File: src/rtl/tif_pkg.sv
package tif_pkg;
  typedef enum logic {
    DIR_FWD = 1'b0,
    DIR_REV = 1'b1
  } tif_dir_e;
endpackage

File: src/rtl/tif_mem.sv
module tif_mem #(
  parameter int DW = 8,
  parameter int DEPTH = 16,
  localparam int AW = $clog2(DEPTH)
) (
  input  logic          clk,
  input  logic          we,
  input  logic [AW-1:0] waddr,
  input  logic [DW-1:0] wdata,
  input  logic          re,
  input  logic [AW-1:0] raddr,
  output logic [DW-1:0] rdata
);
  logic [DW-1:0] mem [DEPTH];

  always_ff @(posedge clk) begin
    if (we) mem[waddr] <= wdata;
  end

  always_ff @(posedge clk) begin
    if (re) rdata <= mem[raddr];
  end
endmodule

File: src/rtl/tif_ctrl.sv
module tif_ctrl #(
  parameter int DEPTH = 16,
  localparam int AW = $clog2(DEPTH),
  localparam int CW = AW + 1
) (
  input  logic          clk,
  input  logic          rst,
  input  logic          push,
  input  logic          pop,
  output logic          we,
  output logic [AW-1:0] waddr,
  output logic          re,
  output logic [AW-1:0] raddr,
  output logic [CW-1:0] count,
  output logic          full,
  output logic          empty
);
  localparam logic [CW-1:0] CMAX = CW'(DEPTH);
  localparam logic [AW-1:0] PLAST = AW'(DEPTH - 1);

  logic          pop_ok, push_ok;
  logic [CW-1:0] count_n;

  assign pop_ok  = pop && !empty;
  assign push_ok = push && (!full || pop_ok);
  assign we      = push_ok;
  assign re      = pop_ok;

  always_comb begin
    count_n = count;
    if (push_ok && !pop_ok) count_n = count + 1'b1;
    else if (pop_ok && !push_ok) count_n = count - 1'b1;
  end

  always_ff @(posedge clk) begin
    if (rst) begin
      waddr <= '0;
      raddr <= '0;
      count <= '0;
      full  <= 1'b0;
      empty <= 1'b1;
    end else begin
      if (push_ok) waddr <= (waddr == PLAST) ? '0 : waddr + 1'b1;
      if (pop_ok)  raddr <= (raddr == PLAST) ? '0 : raddr + 1'b1;
      count <= count_n;
      full  <= (count_n == CMAX);
      empty <= (count_n == '0);
    end
  end

  a_r7_count_range: assert property (@(posedge clk) disable iff (rst)
    count <= CMAX);
  a_r7_flags_track: assert property (@(posedge clk) disable iff (rst)
    (full == (count == CMAX)) && (empty == (count == '0)));
  a_r4_no_overflow: assert property (@(posedge clk) disable iff (rst)
    full && push && !pop |=> count == CMAX);
  a_r5_no_underflow: assert property (@(posedge clk) disable iff (rst)
    empty && pop && !push |=> count == '0);
  a_r6_both_hold: assert property (@(posedge clk) disable iff (rst)
    push && pop && !empty |=> $stable(count));
endmodule

File: src/rtl/tif_irq.sv
module tif_irq #(
  parameter int DEPTH = 16,
  localparam int AW = $clog2(DEPTH),
  localparam int CW = AW + 1
) (
  input  logic          clk,
  input  logic          rst,
  input  tif_pkg::tif_dir_e dir,
  input  logic [AW-1:0] thresh,
  input  logic [CW-1:0] count,
  input  logic          svc_we,
  input  logic          svc_wd,
  output logic          irq,
  output logic          svc
);
  import tif_pkg::*;

  logic [CW-1:0] rd_level;
  logic          cond;

  assign rd_level = CW'(DEPTH) - CW'(thresh);
  assign cond = (dir == DIR_REV) ? (count >= rd_level) : (count <= CW'(thresh));

  always_ff @(posedge clk) begin
    if (rst) begin
      irq <= 1'b0;
      svc <= 1'b1;
    end else if (svc_we) begin
      irq <= 1'b0;
      svc <= svc_wd;
    end else if (!svc && cond) begin
      irq <= 1'b1;
      svc <= 1'b1;
    end else begin
      irq <= 1'b0;
    end
  end

  a_r10_pulse: assert property (@(posedge clk) disable iff (rst)
    irq |=> !irq);
  a_r10_gate: assert property (@(posedge clk) disable iff (rst)
    irq |-> svc && !$past(svc));
  a_r11_load: assert property (@(posedge clk) disable iff (rst)
    svc_we |=> (svc == $past(svc_wd)) && !irq);
endmodule

File: src/rtl/tif_fifo.sv
module tif_fifo #(
  parameter int DW = 8,
  parameter int DEPTH = 16,
  localparam int AW = $clog2(DEPTH),
  localparam int CW = AW + 1
) (
  input  logic          clk,
  input  logic          rst,
  input  logic          dir,
  input  logic [AW-1:0] thresh,
  input  logic          host_wr,
  input  logic [DW-1:0] host_wdata,
  input  logic          host_rd,
  input  logic          per_push,
  input  logic [DW-1:0] per_wdata,
  input  logic          per_pop,
  input  logic          svc_we,
  input  logic          svc_wd,
  output logic [DW-1:0] rd_data,
  output logic [CW-1:0] count,
  output logic          full,
  output logic          empty,
  output logic          irq,
  output logic          svc
);
  import tif_pkg::*;

  tif_dir_e      dir_e;
  logic          push, pop, we, re;
  logic [DW-1:0] wdata;
  logic [AW-1:0] waddr, raddr;

  assign dir_e = tif_dir_e'(dir);
  assign push  = (dir_e == DIR_REV) ? per_push  : host_wr;
  assign pop   = (dir_e == DIR_REV) ? host_rd   : per_pop;
  assign wdata = (dir_e == DIR_REV) ? per_wdata : host_wdata;

  tif_ctrl #(.DEPTH(DEPTH)) u_ctrl (
    .clk(clk), .rst(rst), .push(push), .pop(pop),
    .we(we), .waddr(waddr), .re(re), .raddr(raddr),
    .count(count), .full(full), .empty(empty)
  );

  tif_mem #(.DW(DW), .DEPTH(DEPTH)) u_mem (
    .clk(clk), .we(we), .waddr(waddr), .wdata(wdata),
    .re(re), .raddr(raddr), .rdata(rd_data)
  );

  tif_irq #(.DEPTH(DEPTH)) u_irq (
    .clk(clk), .rst(rst), .dir(dir_e), .thresh(thresh), .count(count),
    .svc_we(svc_we), .svc_wd(svc_wd), .irq(irq), .svc(svc)
  );

  a_r2_idle_side: assert property (@(posedge clk) disable iff (rst)
    !push && !pop && !svc_we |=> $stable(count));
endmodule

File: config.mk
export PLATFORM = sky130hd
export DESIGN_NAME = tif_fifo
export DESIGN_NICKNAME = d
export VERILOG_FILES = /design/src/rtl/tif_pkg.sv /design/src/rtl/tif_mem.sv /design/src/rtl/tif_ctrl.sv /design/src/rtl/tif_irq.sv /design/src/rtl/tif_fifo.sv
export SDC_FILE = /design/constraint.sdc
export NUM_CORES = 1
export LEC_CHECK = 0
export ABC_AREA = 1
export CAP_MARGIN = 20
export CORE_UTILIZATION = 63
export DETAILED_ROUTE_END_ITERATION = 12
export PLACE_DENSITY = 0.84
export SYNTH_ARGS = -nofsm -noshare
export SYNTH_HDL_FRONTEND = slang
export SYNTH_SLANG_ARGS = --single-unit
File: constraint.sdc
create_clock -name clk -period 3.1 [get_ports clk]
set_input_delay 0.62 -clock clk [delete_from_list [all_inputs] [get_ports clk]]
set_output_delay 0.62 -clock clk [all_outputs]
set_load 0.005 [all_outputs]
==> flow_summary.json, run 1 <==
{
  "status": "finished clean",
  "max_cap_viol_count": 0,
  "synthTopCellsByArea": "edfxtp_1 (61%), nor2_1 (7.2%), nand2_1 (5.1%)",
  "placed_cells": 788,
  "rsz0062_at_grt": "no",
  "initial_utilization_pct": 65.07,
  "reg2reg_from": "u_ctrl.raddr[0]",
  "finalPower_w": 0.005464,
  "critical_path.max_fanout": 42,
  "pre_cts_ws_ns": 0.3089,
  "min_period_ns": 2.389,
  "io_pins": 46,
  "cts_inserted_buffers": 17,
  "dieHeight_um": 105.3,
  "synth_cell_types": 30,
  "hpwl_um": 10390,
  "synthCells": 612,
  "cp-start-kind": "flip-flop",
  "drtAntennaViolNets": 0,
  "cp-end-kind": "flip-flop",
  "reg2reg_setup_slack_ns": 0.71,
  "whs_endpoint": "u_irq.irq",
  "cts.clk_slew.worst_paths_ns": 0.06,
  "clkLatencyLatePin_ns": 0.52,
  "reg2reg_to": "u_mem.rdata[4]",
  "yosys_warnings": 0,
  "synth_area_um2": 6718,
  "grtUsageTotal_pct": 29.93,
  "cts_sinks": 153,
  "cp_data_required_time_ns": 3.35,
  "finalWeightedCongestion": 0.9136,
  "power_density_nw_per_um2": 690.6,
  "drc_errors": 0,
  "ys_seq_elements": 153,
  "nets": 716,
  "num_rows": 37,
  "ir_drop_uv": 367.9,
  "fin_ws_ns": 0.7108,
  "wl_per_cell_um": 19.06,
  "grt_pass1_vias": 4834,
  "cts_hold_buf": 0,
  "postLayoutCoreUtil_pct": 76.65,
  "synth_compound_area_share_pct": 10.09,
  "htreeDepth": 4,
  "wl_met1_um": 5966,
  "via_per_inst": 6.010,
  "fmax_ghz": 0.4185,
  "min_from": "u_irq.svc",
  "hold_viol": 0,
  "cts_setup_buffers": 0,
  "tightest_slew_ns": 0.8107,
  "synthMuxAreaShare_pct": 0,
  "grt_remaining_overflow": 0,
  "synthAdderAreaFrac_pct": 2.980,
  "worstHoldPathType": "flip-flop to flip-flop",
  "die_w_um": 105.3,
  "drtIter0Drc": 429,
  "synth_fp_nets": 657,
  "fill_cells": 627,
  "slew_headroom_pct": 45.82,
  "power_leakage_nw": 2.900,
  "finalCritPeriodShare_pct": 77.07,
  "via_count": 4928,
  "yosysTopAreaCell": "edfxtp_1",
  "drive_above_1_share_pct": 9.503,
  "wl_um": 15630,
  "wl_met2_um": 7617,
  "first_pass_iters": 6,
  "crit_arrival_ns": 2.64,
  "tns_ns": 0,
  "n_antenna_cell": 0,
  "grt_max_degree": 43,
  "min_path_cells": 2,
  "finClkSkew_ns": 0.006895,
  "setup_violations": 0,
  "post_synth.cell_area_avg_um2": 10.98,
  "synth_top_family_by_area": "simple AND/OR/NAND/NOR gates",
  "antenna_found_initial": 0,
  "cts_tree": "yes",
  "yosysSeqAreaShare_pct": 65.86,
  "fin_cells": 820,
  "critical_path_class": "flip-flop to flip-flop",
  "multi_input_area_um2": 2041,
  "grt_pass1_wl_um": 24360,
  "portBuffers": 45,
  "clock_path_buffers": 2,
  "cts.repair.resized": 0,
  "design.core.area_um2": 10320,
  "regArea_um2": 4427,
  "drv_slew": 0,
  "cts_root_buf": "clkbuf_8",
  "yosysTopAreaCellShare_pct": 60.79,
  "rr_worst_depth": 6,
  "synthSimpleGateAreaFrac_pct": 16.39,
  "area_delta_synth_final_pct": 17.79,
  "dr_wl_met3_um": 1636,
  "synthXorXnorAreaFrac_pct": 0.9126,
  "die_area_um2": 11080,
  "top_layer": "met4"
}
==> state kept, by name (all words and copies together), names as in the netlist <==
name          cells
u_irq.svc         1
u_mem.mem       128
u_ctrl.empty      1
u_ctrl.full       1
u_irq.irq         1
u_mem.rdata       8
u_ctrl.count      5
u_ctrl.raddr      4
u_ctrl.waddr      4
==> layout by cell type (no fill, tap or decap), drive strengths merged, types with 16 or more instances in the layout <==
| cell type | netlist | final |
|---|---|---|
| o211ai | 16 | 16 |
| inv | 34 | 34 |
| ha | 16 | 16 |
| nand3 | 28 | 28 |
| clkdlybuf4s50 | 0 | 45 |
| buf | 15 | 22 |
| o32ai | 16 | 16 |
| nor2 | 130 | 130 |
| clkbuf | 12 | 19 |
| dfxtp | 17 | 17 |
| nand2 | 97 | 97 |
| edfxtp | 136 | 136 |
| o21ai | 64 | 64 |
==> layer usage <==
layer	track usage (%)	vias up
met5	0	-
li1	-	2272
met4	12.07	0
met1	38.07	2283
met2	50.23	329
met3	6.494	44
==> layout make-up <==
| type | count | area share [%] |
|---|---|---|
| tap | 136 | 2.151 |
| clock inverter | 13 | 1.392 |
| multi-input combinational | 398 | 25.79 |
| clock buffer | 19 | 5.329 |
| timing repair buffer | 67 | 7.780 |
| inverter | 34 | 1.613 |
| sequential | 153 | 55.95 |
==> cell families (layout without fill, tap and decap cells) <==
group,Yosys count,in the layout
compound gates,112,112
xor+xnor,7,7
fa+ha+maj,16,16
buf+inv,61,133
flops,153,153
simple gates,263,263
==> worst max-delay path, cell delays in order, from the launching register on <==
cell	delay, ns
dfxtp_2	0.79
inv_1	0.15
buf_4	0.28
o21ai_0	0.25
o21ai_0	0.20
o211ai_1	0.30
nand3_1	0.14
==> power by group <==
group          switching, W  internal, W
Sequential         0.000133      0.00239
Clock              0.000726      0.00112
Combinational      0.000681     0.000410
==> stage by stage <==
stage	hold WS, ns	area [µm²]
6_report	0.5728	7913
5_1_grt	0.6083	7913
4_1_cts	0.5734	7913
3_5_place_dp	0.5490	7381
3_3_place_gp	0.5297	7381
2_1_floorplan	0.5030	6718
==> cell usage after synthesis <==
cell type / number
a21boi_0: 1
a21oi_1: 14
a21oi_4: 1
buf_1: 1
buf_2: 13
buf_6: 1
clkbuf_1: 12
dfxtp_1: 17
edfxtp_1: 136
ha_1: 16
inv_1: 30
inv_2: 4
nand2_1: 92
nand2_2: 4
nand2_4: 1
nand3_1: 25
nand3_2: 1
nand3_4: 2
nand4_1: 3
nor2_1: 128
nor2_2: 1
nor2_4: 1
nor3_1: 4
nor3b_2: 1
o211ai_1: 16
o21ai_0: 60
o21ai_1: 3
o21ai_2: 1
o32ai_1: 16
xor2_1: 7
==> worst max path at each step <==
stage	start	to	slack, ns	cells after the start
finish	u_ctrl.raddr[0]	u_mem.rdata[4]	0.71	6
floorplan	host_rd	u_mem.mem[11][0]	1.13	6
global route	u_ctrl.raddr[0]	u_mem.rdata[4]	0.59	6
CTS	u_ctrl.count[2]	count[2]	0.77	1
global placement	dir	u_mem.mem[13][5]	0.38	8
detailed placement	dir	u_mem.mem[5][5]	0.31	8
Power figures use the tool's default switching activity.
==> run 2, diff against run 1 <==
--- a/config.mk
+++ b/config.mk
@@ -7,9 +7,9 @@
 export LEC_CHECK = 0
 export ABC_AREA = 1
 export CAP_MARGIN = 20
-export CORE_UTILIZATION = 63
+export CORE_UTILIZATION = 53
 export DETAILED_ROUTE_END_ITERATION = 12
-export PLACE_DENSITY = 0.84
+export PLACE_DENSITY = 0.76
 export SYNTH_ARGS = -nofsm -noshare
 export SYNTH_HDL_FRONTEND = slang
 export SYNTH_SLANG_ARGS = --single-unit
==> constraint.sdc (replaced) <==
create_clock -name clk -period 2 [get_ports clk]
set_input_delay 0.4 -clock clk [delete_from_list [all_inputs] [get_ports clk]]
set_output_delay 0.4 -clock clk [all_outputs]
set_load 0.005 [all_outputs]
==> run 2 against run 1 <==
Clock skew grew 0.0099 ns. Critical endpoint is now u_irq.svc. Final cell count grew 7.6%. Critical path type is now input port to flip-flop. Clock power grew 77%. Count of clock-buffer cells in the layout grew 8. Power grew 64%. Sequential share of layout area shrank 2.4 points. Highest routed layer unchanged. Critical path depth grew 7.
==> flow_summary.json, run 2 (synthesis results as in run 1) <==
{
  "status": "finished clean",
  "cts.clk_slew.worst_paths_ns": 0.06,
  "cts_hold_buf": 0,
  "cts_sinks": 153,
  "cp-start-kind": "input port",
  "finalCritPeriodShare_pct": 93.52,
  "n_antenna_cell": 0,
  "regMostFlops": "u_mem.mem",
  "p_sw_w": 0.002431,
  "layout_common_cells": "edfxtp_1 (136), nor2_1 (128), nand2_1 (92), o21ai_0 (58), buf_4 (52)",
  "critical_path.max_fanout": 3,
  "htreeDepth": 4,
  "finalWeightedCongestion": 0.9024,
  "power_leakage_nw": 3.085,
  "setup_violations": 0,
  "grt_remaining_overflow": 0,
  "antenna_found_initial": 0,
  "die_w_um": 114.6,
  "tightest_slew_ns": 0.6053,
  "hpwl_um": 10070,
  "via_count": 4875,
  "min_period_ns": 1.870,
  "min_path_cells": 3,
  "rr_worst_depth": 6,
  "crit_arrival_ns": 2.19,
  "clkLatencyLatePin_ns": 0.42,
  "grt_pass1_vias": 4858,
  "swShare_pct": 27.09,
  "largest_reg_flops": 128,
  "wl_per_cell_um": 17.31,
  "drv_slew": 0,
  "grt_pass1_wl_um": 24210,
  "cp_data_required_time_ns": 2.32,
  "io_pins": 46,
  "dieHeight_um": 114.6,
  "critical_path_class": "input port to flip-flop",
  "via_per_inst": 5.527,
  "cts_inserted_buffers": 17,
  "fmax_ghz": 0.5346,
  "clock_path_buffers": 2,
  "die_area_um2": 13130,
  "drtAntennaViolNets": 0,
  "drtIter0Drc": 549,
  "postLayoutCoreUtil_pct": 68.04,
  "cts_root_buf": "clkbuf_16",
  "clockPowerShare_pct": 36.4,
  "design.core.area_um2": 12160,
  "cts_tree": "yes",
  "ir_drop_uv": 604.1,
  "final_common_cell": "edfxtp_1",
  "num_rows": 40,
  "wl_um": 15270,
  "final_cell_area_um2": 8274,
  "power_density_nw_per_um2": 1085,
  "area_delta_synth_final_pct": 23.17,
  "pwr-share-seq_pct": 43.0,
  "initial_utilization_pct": 55.24,
  "finClkSkew_ns": 0.01679,
  "rsz0062_at_grt": "no",
  "portBuffers": 45,
  "hold_viol": 0,
  "cp-end-kind": "flip-flop",
  "top_regs": "u_mem.mem x128, u_mem.rdata x8, u_ctrl.count x5",
  "grt_max_degree": 34,
  "drc_errors": 0,
  "first_pass_iters": 5,
  "nets": 746,
  "grtUsageTotal_pct": 25.27,
  "drive_above_1_share_pct": 14.15,
  "slew_headroom_pct": 59.59,
  "worstHoldPathType": "input port to flip-flop",
  "placed_area_um2": 7646,
  "max_cap_viol_count": 0,
  "comb_power_share_pct": 20.6,
  "p_int_w": 0.006543
}
==> run 2: cell count changes in the layout (fill, tap and decap cells not counted), moves of 2 or more <==
cell,previous run,this run
buf_4,22,52
clkinv_1,6,0
clkbuf_1,2,6
clkbuf_16,16,20
clkinv_2,4,1
dfxtp_1,15,13
dfxtp_2,2,4
o21ai_0,60,58
o21ai_1,3,5
==> run 2: worst paths after layout <==
path / startpoint / endpoint / slack [ns]
setup / recovery: thresh[1] / u_irq.svc / 0.13
hold / removal: svc_wd / u_irq.svc / 0.56
setup reg to reg: u_ctrl.raddr[0] / u_mem.rdata[3] / 0.20
hold reg to reg: u_ctrl.waddr[1] / u_ctrl.waddr[1] / 0.56
==> run 2: final cells by class <==
| type | count | area [µm²] |
|---|---|---|
| clock buffers | 27 | 536.8 |
| clock inverters | 5 | 80.08 |
| well taps | 168 | 210.2 |
| flip-flops and latches | 153 | 4429 |
| multi-input cells | 398 | 2047 |
| inverters | 34 | 127.6 |
| fillers | 883 | 3887 |
| repair buffers | 97 | 843.3 |
==> run 2: what timing repair did <==
action | CTS | global route
gates resized for setup | 1 | 6
pin swaps | 0 | 2
buffers inserted | 0 | 0
setup endpoints to repair | 1 | 2
==> run 2: critical path, cell delays in order <==
cell and delay, ns:
clkdlybuf4s50_1 0.45, inv_1 0.05, ha_2 0.18, xor2_1 0.14, ha_1 0.34, a21oi_1 0.16
o21ai_1 0.08, nor2_1 0.10, nand2_1 0.06, nand2_1 0.06, nand3_1 0.06, o21ai_1 0.08
inv_1 0.05
==> run 2: layer usage <==
layer | routed length, µm | part of all wire, % | global-route usage, %
met1 | 6363 | 42 | 30.93
met2 | 7318 | 48 | 41.58
met3 | 1041 | 6.8 | 5.982
met4 | 543 | 3.6 | 13.77
met5 | 0 | 0 | 0
==> run 2: power by group through the flow <==
| stage | registers, W | logic [W] | clock network, W |
|---|---|---|---|
| after floorplan | 0.00386 | 0.00111 | 0 |
| after global placement | 0.00391 | 0.00174 | 0 |
| after detailed placement | 0.00392 | 0.00181 | 0 |
| after CTS | 0.00386 | 0.00183 | 0.00329 |
| after global routing | 0.00388 | 0.00203 | 0.00342 |
| final | 0.00386 | 0.00184 | 0.00327 |
==> run 2: metrics by stage <==
step	hold WS [ns]	instances	power (W)	setup slack [ns]	TNS [ns]
floorplan	0.4691	612	0.004974	0.2526	0
global placement	0.5233	850	0.005649	-0.2872	-22.42
detailed placement	0.5470	850	0.005727	-0.3701	-29.45
CTS	0.5574	882	0.008978	0.04926	0
global route	0.5751	882	0.009333	0.01999	0
finish	0.5556	882	0.008974	0.1296	0
